[src/rtl/pt_pkg.sv]
package pt_pkg;

    // Converter formats
    localparam int ADC_W   = 14;
    localparam int DAC_W   = 12;
    localparam int N_CH    = 2;
    localparam int FRAME_W = N_CH * ADC_W;
    localparam int DROP_W  = ADC_W - DAC_W;
    localparam int SEL_W   = (N_CH > 1) ? $clog2(N_CH) : 1;
    localparam int CNT_W   = $clog2(FRAME_W) + 1;

    typedef logic [ADC_W-1:0] adc_sample_t;
    typedef logic [DAC_W-1:0] dac_word_t;

    typedef enum logic [2:0] {
        ST_IDLE,
        ST_CONVERT,
        ST_ADC_SHIFT,
        ST_GAP,
        ST_DAC_SHIFT,
        ST_DONE
    } seq_state_t;

    // Controller to datapath strobes
    typedef struct packed {
        logic sel_latch;
        logic cnt_clr;
        logic adc_rise;
        logic adc_fall;
        logic adc_commit;
        logic dac_load;
        logic dac_fall;
    } dp_ctl_t;

    // Datapath to controller status
    typedef struct packed {
        logic adc_last;
        logic dac_last;
    } dp_stat_t;

    // Signed sample -> offset binary (flip sign), truncate, then complement
    // to cancel the inverting analog front end.
    function automatic dac_word_t to_dac_word(adc_sample_t s);
        dac_word_t ofs;
        ofs = {~s[ADC_W-1], s[ADC_W-2:DROP_W]};
        return ~ofs;
    endfunction

endpackage

[src/rtl/pt_tick_gen.sv]
module pt_tick_gen #(
    parameter int DIV = 2
) (
    input  logic clk,
    input  logic rst,
    output logic tick
);
    localparam int CW = (DIV > 1) ? $clog2(DIV) : 1;
    localparam logic [CW-1:0] LAST = CW'(DIV - 1);

    logic [CW-1:0] cnt_q;

    always_ff @(posedge clk) begin
        if (rst) begin
            cnt_q <= '0;
        end else if (cnt_q == LAST) begin
            cnt_q <= '0;
        end else begin
            cnt_q <= cnt_q + 1'b1;
        end
    end

    assign tick = (cnt_q == LAST);

endmodule

[src/rtl/pt_ctrl.sv]
module pt_ctrl
    import pt_pkg::*;
#(
    parameter int DIV = 2
) (
    input  logic     clk,
    input  logic     rst,
    input  logic     tick,
    input  logic     en,
    input  dp_stat_t stat,
    output dp_ctl_t  ctl,
    output logic     sck,
    output logic     adc_cs_n,
    output logic     dac_cs_n,
    output logic     conv,
    output logic     done
);
    localparam int GAP_MIN = 2 * DIV;
    localparam int GW      = $clog2(GAP_MIN + 1);

    seq_state_t state_q;
    logic       ph_q;
    logic       sck_q;
    logic       adc_cs_q;
    logic       dac_cs_q;
    logic       conv_q;
    logic       done_q;

    // Strobes for the datapath, decoded from the current state on a tick
    always_comb begin
        ctl = '0;
        if (tick) begin
            case (state_q)
                ST_IDLE:      ctl.sel_latch = en;
                ST_CONVERT:   ctl.cnt_clr   = ph_q;
                ST_ADC_SHIFT: begin
                    if (!sck_q) begin
                        ctl.adc_rise = 1'b1;
                    end else begin
                        ctl.adc_fall   = 1'b1;
                        ctl.adc_commit = stat.adc_last;
                    end
                end
                ST_GAP: begin
                    ctl.cnt_clr  = ph_q;
                    ctl.dac_load = ph_q;
                end
                ST_DAC_SHIFT: ctl.dac_fall  = sck_q;
                ST_DONE:      ctl.sel_latch = en;
                default:      ctl = '0;
            endcase
        end
    end

    always_ff @(posedge clk) begin
        if (rst) begin
            state_q  <= ST_IDLE;
            ph_q     <= 1'b0;
            sck_q    <= 1'b0;
            adc_cs_q <= 1'b1;
            dac_cs_q <= 1'b1;
            conv_q   <= 1'b0;
            done_q   <= 1'b0;
        end else begin
            done_q <= 1'b0;
            if (tick) begin
                case (state_q)
                    ST_IDLE: begin
                        if (en) begin
                            state_q <= ST_CONVERT;
                            ph_q    <= 1'b0;
                            conv_q  <= 1'b1;
                        end
                    end
                    ST_CONVERT: begin
                        if (!ph_q) begin
                            ph_q <= 1'b1;
                        end else begin
                            ph_q     <= 1'b0;
                            conv_q   <= 1'b0;
                            adc_cs_q <= 1'b0;
                            state_q  <= ST_ADC_SHIFT;
                        end
                    end
                    ST_ADC_SHIFT: begin
                        if (!sck_q) begin
                            sck_q <= 1'b1;
                        end else begin
                            sck_q <= 1'b0;
                            if (stat.adc_last) begin
                                adc_cs_q <= 1'b1;
                                state_q  <= ST_GAP;
                            end
                        end
                    end
                    ST_GAP: begin
                        if (!ph_q) begin
                            ph_q <= 1'b1;
                        end else begin
                            ph_q     <= 1'b0;
                            dac_cs_q <= 1'b0;
                            state_q  <= ST_DAC_SHIFT;
                        end
                    end
                    ST_DAC_SHIFT: begin
                        if (!sck_q) begin
                            sck_q <= 1'b1;
                        end else begin
                            sck_q <= 1'b0;
                            if (stat.dac_last) begin
                                dac_cs_q <= 1'b1;
                                done_q   <= 1'b1;
                                state_q  <= ST_DONE;
                            end
                        end
                    end
                    ST_DONE: begin
                        if (en) begin
                            state_q <= ST_CONVERT;
                            ph_q    <= 1'b0;
                            conv_q  <= 1'b1;
                        end else begin
                            state_q <= ST_IDLE;
                        end
                    end
                    default: state_q <= ST_IDLE;
                endcase
            end
        end
    end

    assign sck      = sck_q;
    assign adc_cs_n = adc_cs_q;
    assign dac_cs_n = dac_cs_q;
    assign conv     = conv_q;
    assign done     = done_q;

    // Cycles with both selects idle, saturating at the required gap
    logic [GW-1:0] gap_cnt_q;
    always_ff @(posedge clk) begin
        if (rst) begin
            gap_cnt_q <= '0;
        end else if (!adc_cs_q || !dac_cs_q) begin
            gap_cnt_q <= '0;
        end else if (gap_cnt_q != GW'(GAP_MIN)) begin
            gap_cnt_q <= gap_cnt_q + 1'b1;
        end
    end

    a_r8_one_select: assert property (@(posedge clk) disable iff (rst)
        !(!adc_cs_q && !dac_cs_q));

    a_r8_bus_gap: assert property (@(posedge clk) disable iff (rst)
        $fell(dac_cs_q) |-> gap_cnt_q >= GW'(GAP_MIN));

    a_r9_sck_idle_low: assert property (@(posedge clk) disable iff (rst)
        (adc_cs_q && dac_cs_q) |-> !sck_q);

    a_r3_conv_bus_free: assert property (@(posedge clk) disable iff (rst)
        conv_q |-> (adc_cs_q && dac_cs_q));

    a_r10_done_single: assert property (@(posedge clk) disable iff (rst)
        done_q |=> !done_q);

    a_r10_done_at_release: assert property (@(posedge clk) disable iff (rst)
        done_q |-> $rose(dac_cs_q));

endmodule

[src/rtl/pt_datapath.sv]
module pt_datapath
    import pt_pkg::*;
(
    input  logic             clk,
    input  logic             rst,
    input  logic [SEL_W-1:0] sel_i,
    input  logic             miso,
    input  dp_ctl_t          ctl,
    output dp_stat_t         stat,
    output logic             mosi
);
    logic [FRAME_W-1:0] frame_q;
    logic [CNT_W-1:0]   cnt_q;
    logic [SEL_W-1:0]   sel_q;
    adc_sample_t        samp_q [N_CH];
    dac_word_t          dac_q;

    // Bit counter shared by the read and the write
    always_ff @(posedge clk) begin
        if (rst || ctl.cnt_clr) begin
            cnt_q <= '0;
        end else if (ctl.adc_fall || ctl.dac_fall) begin
            cnt_q <= cnt_q + 1'b1;
        end
    end

    // ADC frame shifter, MSB first
    always_ff @(posedge clk) begin
        if (rst) begin
            frame_q <= '0;
        end else if (ctl.adc_rise) begin
            frame_q <= {frame_q[FRAME_W-2:0], miso};
        end
    end

    // Per-channel sample registers, channel 0 arrives first
    for (genvar g = 0; g < N_CH; g++) begin : g_chan
        always_ff @(posedge clk) begin
            if (rst) begin
                samp_q[g] <= '0;
            end else if (ctl.adc_commit) begin
                samp_q[g] <= frame_q[FRAME_W-1-g*ADC_W -: ADC_W];
            end
        end
    end

    always_ff @(posedge clk) begin
        if (rst) begin
            sel_q <= '0;
        end else if (ctl.sel_latch) begin
            sel_q <= sel_i;
        end
    end

    // DAC word shifter, MSB first, advances after each falling edge
    always_ff @(posedge clk) begin
        if (rst) begin
            dac_q <= '0;
        end else if (ctl.dac_load) begin
            dac_q <= to_dac_word(samp_q[sel_q]);
        end else if (ctl.dac_fall) begin
            dac_q <= {dac_q[DAC_W-2:0], 1'b0};
        end
    end

    assign mosi          = dac_q[DAC_W-1];
    assign stat.adc_last = (cnt_q == CNT_W'(FRAME_W - 1));
    assign stat.dac_last = (cnt_q == CNT_W'(DAC_W - 1));

    a_r4_count_bound: assert property (@(posedge clk) disable iff (rst)
        ctl.adc_fall |-> cnt_q <= CNT_W'(FRAME_W - 1));

    a_r7_write_bound: assert property (@(posedge clk) disable iff (rst)
        ctl.dac_fall |-> cnt_q <= CNT_W'(DAC_W - 1));

endmodule

[src/rtl/adc_dac_loop.sv]
module adc_dac_loop
    import pt_pkg::*;
#(
    parameter int SCK_DIV = 2
) (
    input  logic clk,
    input  logic rst,
    input  logic en,
    input  logic ch_sel,
    input  logic miso,
    output logic sck,
    output logic mosi,
    output logic adc_cs_n,
    output logic dac_cs_n,
    output logic conv,
    output logic done
);
    logic     tick;
    dp_ctl_t  ctl;
    dp_stat_t stat;

    pt_tick_gen #(.DIV(SCK_DIV)) u_tick (
        .clk  (clk),
        .rst  (rst),
        .tick (tick)
    );

    pt_ctrl #(.DIV(SCK_DIV)) u_ctrl (
        .clk      (clk),
        .rst      (rst),
        .tick     (tick),
        .en       (en),
        .stat     (stat),
        .ctl      (ctl),
        .sck      (sck),
        .adc_cs_n (adc_cs_n),
        .dac_cs_n (dac_cs_n),
        .conv     (conv),
        .done     (done)
    );

    pt_datapath u_dp (
        .clk   (clk),
        .rst   (rst),
        .sel_i (SEL_W'(ch_sel)),
        .miso  (miso),
        .ctl   (ctl),
        .stat  (stat),
        .mosi  (mosi)
    );

    a_r7_mosi_settled: assert property (@(posedge clk) disable iff (rst)
        ($rose(sck) && !dac_cs_n) |-> $stable(mosi));

endmodule

[config.mk]
export PLATFORM = sky130hd
export DESIGN_NAME = adc_dac_loop
export DESIGN_NICKNAME = d
export VERILOG_FILES = /design/src/rtl/pt_pkg.sv /design/src/rtl/pt_tick_gen.sv /design/src/rtl/pt_ctrl.sv /design/src/rtl/pt_datapath.sv /design/src/rtl/adc_dac_loop.sv
export SDC_FILE = /design/constraint.sdc
export NUM_CORES = 1
export LEC_CHECK = 0
export ABC_CLOCK_PERIOD_IN_PS = 1900
export BUFFER_PORTS_ARGS = -buffer_cell sky130_fd_sc_hd__clkbuf_2
export CAP_MARGIN = 20
export CORE_MARGIN = 2
export CORE_UTILIZATION = 55
export DETAILED_ROUTE_END_ITERATION = 6
export PLACE_DENSITY = 0.76
export REMOVE_ABC_BUFFERS = 1
export SETUP_SLACK_MARGIN = 0.4
export SYNTH_ARGS = -nofsm -noshare
export SYNTH_HDL_FRONTEND = slang
export SYNTH_SLANG_ARGS = --single-unit
[constraint.sdc]
create_clock -name clk -period 1.9 [get_ports clk]
set_input_delay 0.475 -clock clk [delete_from_list [all_inputs] [get_ports clk]]
set_output_delay 0.475 -clock clk [all_outputs]
set_load 0.05 [all_outputs]
Yosys cells after proc, flatten, opt, wreduce, memory -nomap -nowiden
Memory sizes are Yosys's and may differ from the RTL's. A register that Yosys moved wholly into a read port is not among the register bits.
Cells that the tools add are included.

storage, ports and cells
  flip-flop bits (word level) = 57
  RAM bits = 28
  bits of input ports = 5
  output and inout port bits = 6
  word-level logic and storage cells = 97
  memories kept = 1

memory list
  name         depth  width  rd ports  clocked after Yosys merged registers in  wr ports  line               source
  u_dp.samp_q  2      14     1         1                                        2         pt_datapath.sv:15  adc_sample_t samp_q [N_CH];

operators by class
  add/subtract/negate cells = 2
  equal/unequal tests = 15
  mux-type cells = 41
  bitwise logic cells = 7
  reduce and logical (&&, ||, !) cells = 19

operator list
  cell                   number
  $mux W14               2
  $mux W12               2
  $mux W3                8
  $mux W1                22
  $pmux W3 S6            1
  $ne A2 B1 Y1 const B   6
  $not A12 Y12           1
  $reduce_and A5 Y1      2
  $reduce_bool A2 Y1     5
  $pmux W1 S2            4
  $reduce_and A8 Y1      1
  $reduce_or A2 Y1       4
  $mux W7                1
  $add A6 B1 Y6 const B  1
  $eq A3 B2 Y1 const B   2
  $eq A3 B3 Y1 const B   2
  $eq A6 B4 Y1 const B   1
  $eq A6 B5 Y1 const B   1
  $ne A2 B2 Y1 const B   2
  $not A1 Y1             4
  $reduce_and A4 Y1      1
  $reduce_or A4 Y1       1
  $eq A3 B1 Y1 const B   1
  $logic_not A3 Y1       1
  other kinds (6)        8

Longest topological paths before layout
Gate-level depths: netlist of the first run.

  word-level depth = 8
  mapped depth = 6

Hierarchy
A second synthesis of the first run with hierarchy kept.

second synthesis, totals
  cell total of the unflattened synthesis = 312
  area, all modules = 3419.5 sq um

by module, submodules not included
  module       times used  cells each  area an instance (sq um)  seq. area each (sq um)
  pt_datapath  1           246         2875.3                    1681.6
  pt_ctrl      1           64          520.5                     180.2
  pt_tick_gen  1           2           23.8                      20.0

Worst setup path after synthesis of the first run
Ideal clock, no wire load.

  path type = reg-to-reg
  start point = register u_ctrl.sck_q, in the netlist u_ctrl.sck
  end point = memory u_dp.samp_q[0][10] (netlist name), enable pin
  arrival = 1.786 ns
  data required time = 1.540 ns
  setup slack = -0.246 ns
  stages on the path, launching flop included = 5
  buffers on the path = 1
  cell sequence = dfxtp_1 buf_2 nand2_1 nor4_2 or2_2

RTL lines
  item                    line               source
  from (decl)             pt_ctrl.sv:23      logic sck_q;
  from (signal assigned)  pt_ctrl.sv:59      sck_q <= 1'b0;
  from (signal assigned)  pt_ctrl.sv:87      sck_q <= 1'b1;
  from (signal assigned)  pt_ctrl.sv:89      sck_q <= 1'b0;
  to (decl)               pt_datapath.sv:15

==> impl_metrics.tcl, run 1 <==
set metrics [dict create \
    postLayoutSetupSlackWorst_ns 0.1748 \
    dr.pass1.iters 6 \
    antenna_found_initial 0 \
    grt_pass1_vias 2492 \
    cts.path.max_buffers 2 \
    clkTransAtPathRegs_ns 0.10 \
    finalCriticalPeriod_ns 1.725 \
    worst_pin_slew_ns 0.6317 \
    vias 2953 \
    grt-ovfl-total 0 \
    finClkSkew_ns 0.01517 \
    grt_max_degree 33 \
    track_usage 0.2412 \
    wl_per_cell_um 21.24 \
    utilization 0.7752 \
    startpoint_type "flip-flop" \
    slew_viol_final 0 \
    synth_most_common_cell "nand2_1" \
    drive_above_1_share 0.3693 \
    regToRegEndpoint "u_dp.samp_q[0][2]" \
    area_growth_pct 35.21 \
    hpwlAfterDp_um 4049 \
    min_to "u_dp.frame_q[0]" \
    whs_path_depth 3 \
    htree_levels 3 \
    worstPathCellList "ha_4 -> nand4bb_4 -> nor4_4 -> or2_4 -> buf_6 -> clkbuf_16" \
    reg2reg_slack_ns 0.17 \
    required_ns 1.99 \
    max_slew_margin 0.5784 \
    viasPerCell 6.243 \
    diodes 0 \
    final_hold_viol_count 0 \
    fin_nets 399 \
    ys_seq_area_frac 0.5511 \
    netlist_area_sq_um 3415 \
    synth_top_area_share 0.3401 \
    numCtsBuffers 9 \
    cts_tree "built" \
    fp.coreArea_sq_um 5956 \
    synthArstFlopShare 0 \
    die_area_sq_um 6854 \
    final_antenna_net_count 0 \
    hold_class "input pin to flip-flop" \
    dpl_worst_slack_ns 0.1064 \
    endpoint_kind "flip-flop" \
    r2r-start "u_dp.cnt_q[1]" \
    syn_inst 345 \
    port_buffers 10 \
    synthTopCellsByArea "dfxtp_1 34%, edfxtp_1 21%, mux2i_1 7.0%, nand2_1 7.0%, a21oi_1 5.4%" \
    ir_drop_v 0.0006265 \
    io-pin-count 11 \
    rr_worst_depth 6 \
    synth-edff-count 24 \
    synth_cell_types 45 \
    fmax_mhz 579.6 \
    synth_top_area_cell "dfxtp_1" \
    cts-root-buf "clkbuf_8" \
    max_cap_viol_count 0 \
    placementRows 28 \
    wirelength_um 10050 \
    die_w_um 82.79 \
    period_share 0.9080 \
    criticalPathCategory "flip-flop to flip-flop" \
    synth.ff_latch_count 82 \
    status "finished, final reports clean" \
    cts.sinks 82 \
    cp.arrival_ns 1.81 \
    avgSynthCellArea_sq_um 9.897 \
    critPathSlowestCell "dfxtp_4" \
    hp-start "miso" \
    initial_core_util 0.5733 \
    power_density_nw_per_um2 788.0 \
    yosys_most_used_dff "dfxtp_1" \
    grt_pass1_wl_um 12310 \
    die_y_um 82.79 \
    clkLatencyLatePin_ns 0.37 \
    rsz0062_at_grt "yes" \
    ys_top_cells_by_count "64 x nand2_1, 58 x dfxtp_1, 37 x a21oi_1" \
    cpPeakStageDelay_ns 0.38 \
    drtIter0Drc 235 \
    hold_buffers 0 \
    yosys_warnings 0 \
    total_power_mw 3.638 \
    gp_congestion 0.8197 \
    cp_max_fo 6 \
    setup-violations-final 0 \
    p_leak_nw 1.849 \
    fillers 357 \
    drc 0 \
]
==> critical path: cells and delay by family, from the launching register on <==
kind | cells | cell delay, ns
adder cells (fa/ha/maj) | 1 | 0.15
flip-flops | 1 | 0.38
buffers and inverters | 2 | 0.28
AND/OR/NAND/NOR | 3 | 0.64
==> how the worst max path moves through the flow <==
stage	to	from	slack, ns
3_3_place_gp	u_dp.samp_q[1][11]	u_dp.cnt_q[0]	0.25
6_report	u_dp.samp_q[0][2]	u_dp.cnt_q[1]	0.17
3_5_place_dp	u_dp.samp_q[1][10]	u_dp.cnt_q[0]	0.11
4_1_cts	u_dp.samp_q[1][7]	u_dp.cnt_q[1]	0.23
5_1_grt	u_dp.frame_q[27]	u_tick.tick	0.14
2_1_floorplan	u_dp.samp_q[0][10]	u_ctrl.sck	-0.72
==> kinds of logic (layout without fill, tap and decap cells) <==
kind of cell,after synthesis,count (layout),synth area share
xor+xnor,6,6,0.01539
flops,82,82,0.5511
buf+inv,28,80,0.03774
simple gates,139,140,0.2089
fa+ha+maj,1,1,0.003664
compound gates,64,64,0.1096
mux,25,25,0.07365
==> registers in the layout, summed over array words and instances (netlist names), named ones only <==
signal           count
u_dp.sel_q           1
u_dp.cnt_q           6
u_ctrl.state_q       3
u_ctrl.done          1
u_ctrl.dac_cs_n      1
u_dp.samp_q         24
u_ctrl.adc_cs_n      1
u_ctrl.sck           1
u_ctrl.conv          1
u_dp.frame_q        28
u_tick.tick          1
u_dp.dac_q          12
u_ctrl.ph_q          1
==> power by group <==
part / switching [mW] / internal [mW] / total [mW] / leakage (nW)
clock network: 0.740 / 0.888 / 1.63 / 0.121
logic: 0.104 / 0.0764 / 0.180 / 1.01
registers: 0.0165 / 1.81 / 1.83 / 0.720
==> final cells by class <==
cell class | count | area (sq um) | share of cell area
Sequential cell | 82 | 1903 | 0.4122
Multi-Input combinational cell | 236 | 1737 | 0.3762
Timing Repair Buffer | 61 | 624.3 | 0.1352
Clock buffer | 9 | 123.9 | 0.02683
Clock inverter | 7 | 123.9 | 0.02683
Tap cell | 75 | 93.84 | 0.02033
Inverter | 3 | 11.26 | 0.002439
==> cells in the final DEF (no fill, tap or decap), drive strengths merged, types with 8 or more instances in the layout <==
| cell | Yosys | routed |
|---|---|---|
| mux2i | 24 | 24 |
| dfxtp | 58 | 58 |
| clkbuf | 15 | 22 |
| o21ai | 8 | 8 |
| a211oi | 12 | 12 |
| buf | 10 | 48 |
| nand2 | 64 | 64 |
| and3 | 26 | 26 |
| edfxtp | 24 | 24 |
| nor2 | 20 | 21 |
| a21oi | 37 | 37 |
==> metal layers <==
| layer | vias up | GRT usage | wire length [um] |
|---|---|---|---|
| met2 | 142 | 0.3863 | 5144 |
| li1 | 1313 | - | - |
| met4 | 0 | 0.09508 | 301 |
| met5 | - | 0 | 0 |
| met1 | 1469 | 0.3254 | 3985 |
| met3 | 29 | 0.04437 | 616 |
==> through the flow <==
step           hold WS, ns  setup TNS [ns]  instances  instance area [sq um]
6_report            0.3640               0        473                   4617
5_1_grt             0.3767               0        473                   4617
4_1_cts             0.3530               0        457                   4154
3_5_place_dp        0.4488               0        421                   3573
3_3_place_gp        0.4391               0        421                   3573
2_1_floorplan       0.4258          -22.83        320                   3297
==> repair_timing <==
item | in CTS | in global routing
gates resized for setup | 34 | 78
pin swaps | 14 | 35
endpoints found under the setup margin | 95 | 93
gates cloned | 4 | 6
buffers inserted | 16 | 10
Note: power is estimated with default switching activity, not from simulation.
==> inputs of run 2 (changes only) <==
--- a/config.mk
+++ b/config.mk
@@ -11,7 +11,7 @@
 export CORE_MARGIN = 2
 export CORE_UTILIZATION = 55
 export DETAILED_ROUTE_END_ITERATION = 6
-export PLACE_DENSITY = 0.76
+export PLACE_DENSITY = 0.86
 export REMOVE_ABC_BUFFERS = 1
 export SETUP_SLACK_MARGIN = 0.4
 export SYNTH_ARGS = -nofsm -noshare
==> run 2 against run 1 <==
  * Worst setup slack lost 0.11 ns
  * Largest cell class unchanged
  * Critical endpoint unchanged
  * Combinational power decreased by 7%
  * Hold slack worse by 0.034 ns
  * Largest power group unchanged
  * Critical path type unchanged
==> impl_metrics.tcl, run 2 (same netlist as run 1, synthesis figures left out) <==
set metrics [dict create \
    die_w_um 82.79 \
    dr.pass1.iters 6 \
    r2r-start "u_dp.cnt_q[3]" \
    grt_pass1_wl_um 12590 \
    largest_register_ff_count 28 \
    fin_cells 467 \
    combPwrFrac 0.047 \
    io-pin-count 11 \
    drive_above_1_share 0.2526 \
    initial_core_util 0.5733 \
    p_leak_nw 1.628 \
    startpoint_type "flip-flop" \
    area_growth_pct 27.74 \
    finClkSkew_ns 0.005938 \
    clkLatencyLatePin_ns 0.37 \
    fp.coreArea_sq_um 5956 \
    required_ns 1.99 \
    criticalPathCategory "flip-flop to flip-flop" \
    ir_drop_v 0.0008170 \
    cts_tree "built" \
    viasPerCell 6.178 \
    track_usage 0.2497 \
    dpl_worst_slack_ns 0.1998 \
    vias 2885 \
    p_int_mw 2.797 \
    regMostFlops "u_dp.frame_q" \
    dp.cells 421 \
    die_y_um 82.79 \
    diodes 0 \
    p_sw_mw 0.7750 \
    htree_levels 3 \
    cts.path.max_buffers 2 \
    cp_max_fo 6 \
    rsz0062_at_grt "yes" \
    mostFrequentLayoutCell "nand2_1" \
    drtIter0Drc 268 \
    power_density_nw_per_um2 818.9 \
    setup-violations-final 0 \
    hold_class "input pin to flip-flop" \
    status "finished, final reports clean" \
    cpLargestDelayFamily "simple AND/OR/NAND/NOR gates" \
    gp_congestion 0.9781 \
    regToRegEndpoint "u_dp.samp_q[0][2]" \
    endpoint_kind "flip-flop" \
    seq_power_share 0.512 \
    hold_buffers 0 \
    slew_viol_final 0 \
    period_share 0.9661 \
    final_antenna_net_count 0 \
    utilization 0.7324 \
    grt_pass1_vias 2655 \
    switching_share 0.2170 \
    cts.sinks 82 \
    clkTransAtPathRegs_ns 0.09 \
    wirelength_um 9191 \
    grt-ovfl-total 0 \
    drc 0 \
    fmax_mhz 544.8 \
    placementRows 28 \
    die_area_sq_um 6854 \
    hpwlAfterDp_um 4116 \
    numCtsBuffers 9 \
    min_to "u_dp.frame_q[0]" \
    fin_nets 393 \
    hp-start "miso" \
    grt_max_degree 31 \
    cp_num_buf_inv 2 \
    cts-root-buf "clkbuf_8" \
    reg2reg_slack_ns 0.06 \
    final_cell_mix "63 x nand2_1, 51 x dfxtp_1, 37 x a21oi_1" \
    antenna_found_initial 0 \
    max_cap_viol_count 0 \
    cpPeakStageDelay_ns 0.48 \
    whs_path_depth 3 \
    finalCriticalPeriod_ns 1.836 \
    fin_tns_setup_ns 0 \
    total_power_mw 3.572 \
    p_clk_frac 0.441 \
    rr_worst_depth 5 \
    critPathSlowestCell "dfxtp_1" \
    worstPathCellList "nand4bb_4 -> nor4_4 -> or2_4 -> buf_6 -> clkbuf_16" \
    wl_per_cell_um 19.68 \
    max_slew_margin 0.6185 \
    postLayoutSetupSlackWorst_ns 0.06442 \
    cp.arrival_ns 1.93 \
    final_hold_viol_count 0 \
    worst_pin_slew_ns 0.5716 \
    top_regs "u_dp.frame_q (28), u_dp.samp_q (24), u_dp.dac_q (12)" \
    port_buffers 10 \
]
-- run 2: cell count changes in the layout (fill, tap and decap cells not counted), sizes merged --
cell,previous run,this run
clkinv,0,1
buf,48,45
clkbuf,22,20
inv,6,4
-- run 2: worst max-delay path by stage --
stage	start	endpoint	slack [ns]	cells after the start
detailed placement	u_dp.cnt_q[1]	u_dp.samp_q[1][11]	0.20	5
global placement	u_dp.cnt_q[0]	u_dp.samp_q[1][11]	0.23	5
global route	u_dp.cnt_q[0]	u_dp.samp_q[0][12]	0.01	7
finish	u_dp.cnt_q[3]	u_dp.samp_q[0][2]	0.06	5
floorplan	u_ctrl.sck	u_dp.samp_q[0][10]	-0.72	3
CTS	u_dp.cnt_q[0]	u_dp.samp_q[1][4]	0.23	6
-- run 2: worst reg2reg max path: cells and delay by family (launching register included) --
family	cells	cell delay, ns
buffers and inverters	2	0.26
and+or+nand+nor	3	0.81
DFF	1	0.48
-- run 2: timing repair --
action | 4_1_cts | 5_1_grt
endpoints found under the setup margin | 94 | 66
pin swaps | 7 | 18
buffers inserted | 12 | 11
cloned | 5 | 2
gates resized for setup | 30 | 24
-- run 2: power groups by stage --
| stage | logic (mW) | clock network, mW | registers (mW) |
|---|---|---|---|
| after floorplan | 0.0494 | 0 | 1.88 |
| final | 0.167 | 1.57 | 1.83 |
| after CTS | 0.146 | 1.55 | 1.83 |
| after global routing | 0.177 | 1.64 | 1.83 |
| after global placement | 0.112 | 0 | 1.87 |
| after detailed placement | 0.114 | 0 | 1.87 |
-- run 2: area by class of cell --
| type | instances | area, sq um |
|---|---|---|
| clock buffers | 10 | 137.6 |
| clock inverters | 6 | 112.6 |
| fillers | 355 | 1594 |
| inverters | 3 | 11.26 |
| multi-input cells | 236 | 1524 |
| flip-flops and latches | 82 | 1903 |
| well taps | 75 | 93.84 |
| repair buffers | 55 | 579.3 |
-- run 2: routing by layer --
metal / GRT usage / wire (um)
met1: 0.2864 / 3590
met2: 0.4258 / 4657
met3: 0.06494 / 618
met4: 0.1344 / 325
met5: 0 / 0
-- run 2: through the flow --
stage / instance area, sq um / hold slack [ns]
finish: 4362 / 0.3301
global route: 4362 / 0.3342
CTS: 4130 / 0.3395
detailed placement: 3573 / 0.4427
global placement: 3573 / 0.4356
floorplan: 3297 / 0.4258
==> inputs of run 3 (changes only) <==
--- a/config.mk
+++ b/config.mk
@@ -8,10 +8,9 @@
 export ABC_CLOCK_PERIOD_IN_PS = 1900
 export BUFFER_PORTS_ARGS = -buffer_cell sky130_fd_sc_hd__clkbuf_2
 export CAP_MARGIN = 20
-export CORE_MARGIN = 2
-export CORE_UTILIZATION = 55
+export CORE_UTILIZATION = 35
 export DETAILED_ROUTE_END_ITERATION = 6
-export PLACE_DENSITY = 0.86
+export PLACE_DENSITY = 0.63
 export REMOVE_ABC_BUFFERS = 1
 export SETUP_SLACK_MARGIN = 0.4
 export SYNTH_ARGS = -nofsm -noshare
==> constraint.sdc (replaced) <==
create_clock -name clk -period 1.9 [get_ports clk]
set_input_delay 0.38 -clock clk [delete_from_list [all_inputs] [get_ports clk]]
set_output_delay 0.38 -clock clk [all_outputs]
set_load 0.05 [all_outputs]
==> run 3 against run 2 <==
  * Hold slack got worse by 0.072 ns
  * Design area rose by 4.8%
  * Die area rose by 48%
  * Largest cell class unchanged
  * Largest power group unchanged
==> impl_metrics.tcl, run 3 (same netlist as run 1, synthesis figures left out) <==
set metrics [dict create \
    fp.coreArea_sq_um 9328 \
    track_usage 0.1361 \
    rsz0062_at_grt "yes" \
    final_cell_mix "52 x dfxtp_1, 36 x nand2_1, 29 x buf_4" \
    grt_pass1_wl_um 10840 \
    critPathSlowestCell "dfxtp_4" \
    cts-root-buf "clkbuf_8" \
    utilization 0.4899 \
    clkTransAtPathRegs_ns 0.09 \
    period_share 0.8780 \
    cp_num_buf_inv 1 \
    viasPerCell 4.944 \
    wl_met3_um 151 \
    final_hold_viol_count 0 \
    criticalPathCategory "flip-flop to flip-flop" \
    die_area_sq_um 10150 \
    cp.arrival_ns 1.73 \
    wl_met1_um 3349 \
    hp-start "miso" \
    drive_above_1_share 0.3763 \
    fmax_mhz 599.4 \
    cp_max_fo 13 \
    dp.cells 477 \
    setup-violations-final 0 \
    drc 0 \
    cpPeakStageDelay_ns 0.38 \
    slew_viol_final 0 \
    grt_pass1_vias 2354 \
    maxUsedRoutingLayer "met4" \
    mostFrequentLayoutCell "dfxtp_1" \
    endpoint_kind "flip-flop" \
    grt_max_degree 29 \
    regMostFlops "u_dp.frame_q" \
    antenna_found_initial 0 \
    htree_levels 3 \
    max_slew_margin 0.6056 \
    status "finished, final reports clean" \
    fin_cells 517 \
    ir_drop_v 0.0004560 \
    hold_class "input pin to flip-flop" \
    drtIter0Drc 82 \
    finClkSkew_ns 0.01088 \
    r2r-start "u_dp.cnt_q[0]" \
    numCtsBuffers 9 \
    cpLargestDelayFamily "simple AND/OR/NAND/NOR gates" \
    clkLatencyLatePin_ns 0.35 \
    hold_buffers 0 \
    startpoint_type "flip-flop" \
    placementRows 35 \
    cts.sinks 82 \
    max_cap_viol_count 0 \
    die_y_um 100.8 \
    worstPathCellList "ha_4 -> nand4bb_4 -> nor4_4 -> or2_4 -> buf_12" \
    port_buffers 10 \
    wl_per_cell_um 13.97 \
    largest_register_ff_count 28 \
    diodes 0 \
    hpwlAfterDp_um 4053 \
    dr.pass1.iters 4 \
    cts_tree "built" \
    grt-ovfl-total 0 \
    wirelength_um 7225 \
    final_antenna_net_count 0 \
    cts.path.max_buffers 2 \
    total_power_mw 3.258 \
    critPathLaunch "u_dp.cnt_q[0]" \
    initial_core_util 0.3661 \
    die_w_um 100.8 \
    worst_pin_slew_ns 0.5909 \
    finalCriticalPeriod_ns 1.668 \
    fin_nets 389 \
    gp_congestion 0.7598 \
    vias 2556 \
    io-pin-count 11 \
    area_growth_pct 33.82 \
    power_density_nw_per_um2 713.1 \
    p_leak_nw 1.612 \
    wl_met2_um 3582 \
    required_ns 1.97 \
    top_regs "u_dp.frame_q (28), u_dp.samp_q (24), u_dp.dac_q (12)" \
]
## run 3: cell count changes in the layout (fill, tap and decap cells not counted), sizes merged
cell / previous run / this run
buf: 45 / 38
bufinv: 3 / 1
clkbuf: 20 / 22
clkinv: 1 / 2
clkinvlp: 1 / 2
inv: 4 / 5
## run 3: layout make-up
type	count	area, sq um
Clock buffer	9	123.9
Clock inverter	7	76.32
Fill cell	820	4758
Inverter	3	11.26
Multi-Input combinational cell	236	1794
Sequential cell	82	1899
Tap cell	129	161.4
Timing Repair Buffer	51	503.0
## run 3: tightest hold or removal path: stages
cell	delay, ns
clkbuf_2	0.08
nand2_1	0.06
a21oi_2	0.05
## run 3: layer usage
metal  vias up  track usage
met4         0      0.06912
li1       1294            -
met2        30       0.2092
met1      1220       0.1821
met3        12      0.02705
met5         -            0
## run 3: worst paths after layout
path | slack (ns) | end | cells after the start
worst max-delay path | 0.23 | u_dp.samp_q[0][13] | 5
worst min-delay path | 0.26 | u_dp.frame_q[0] | 3
worst max register to register | 0.23 | u_dp.samp_q[0][13] | 5
worst min register to register | 0.48 | u_ctrl.dac_cs_n | 2
## run 3: metrics by stage
step	setup TNS (ns)	hold WS (ns)	setup slack, ns	cell area, sq um
after floorplan	-22.83	0.4258	-0.7202	3297
after global placement	0	0.4366	0.2246	3656
after detailed placement	0	0.4457	0.1965	3656
after CTS	0	0.2377	0.2668	4039
after global routing	0	0.2525	0.1672	4569
final	0	0.2577	0.2318	4569
## run 3: what timing repair did
action | in CTS | in global routing
pin swaps | 4 | 72
hold endpoints to repair | 0 | 0
endpoints found under the setup margin | 93 | 93
buffers inserted | 8 | 10
gates cloned | 2 | 4
gates resized for setup | 25 | 92
## run 3: where the power goes
part           leakage (nW)  switching [mW]  total [mW]  internal, mW
logic                 0.797          0.0926       0.169        0.0764
registers             0.719          0.0135        1.83          1.81
clock network        0.0962           0.646        1.26         0.616
total                  1.61           0.752        3.26          2.51
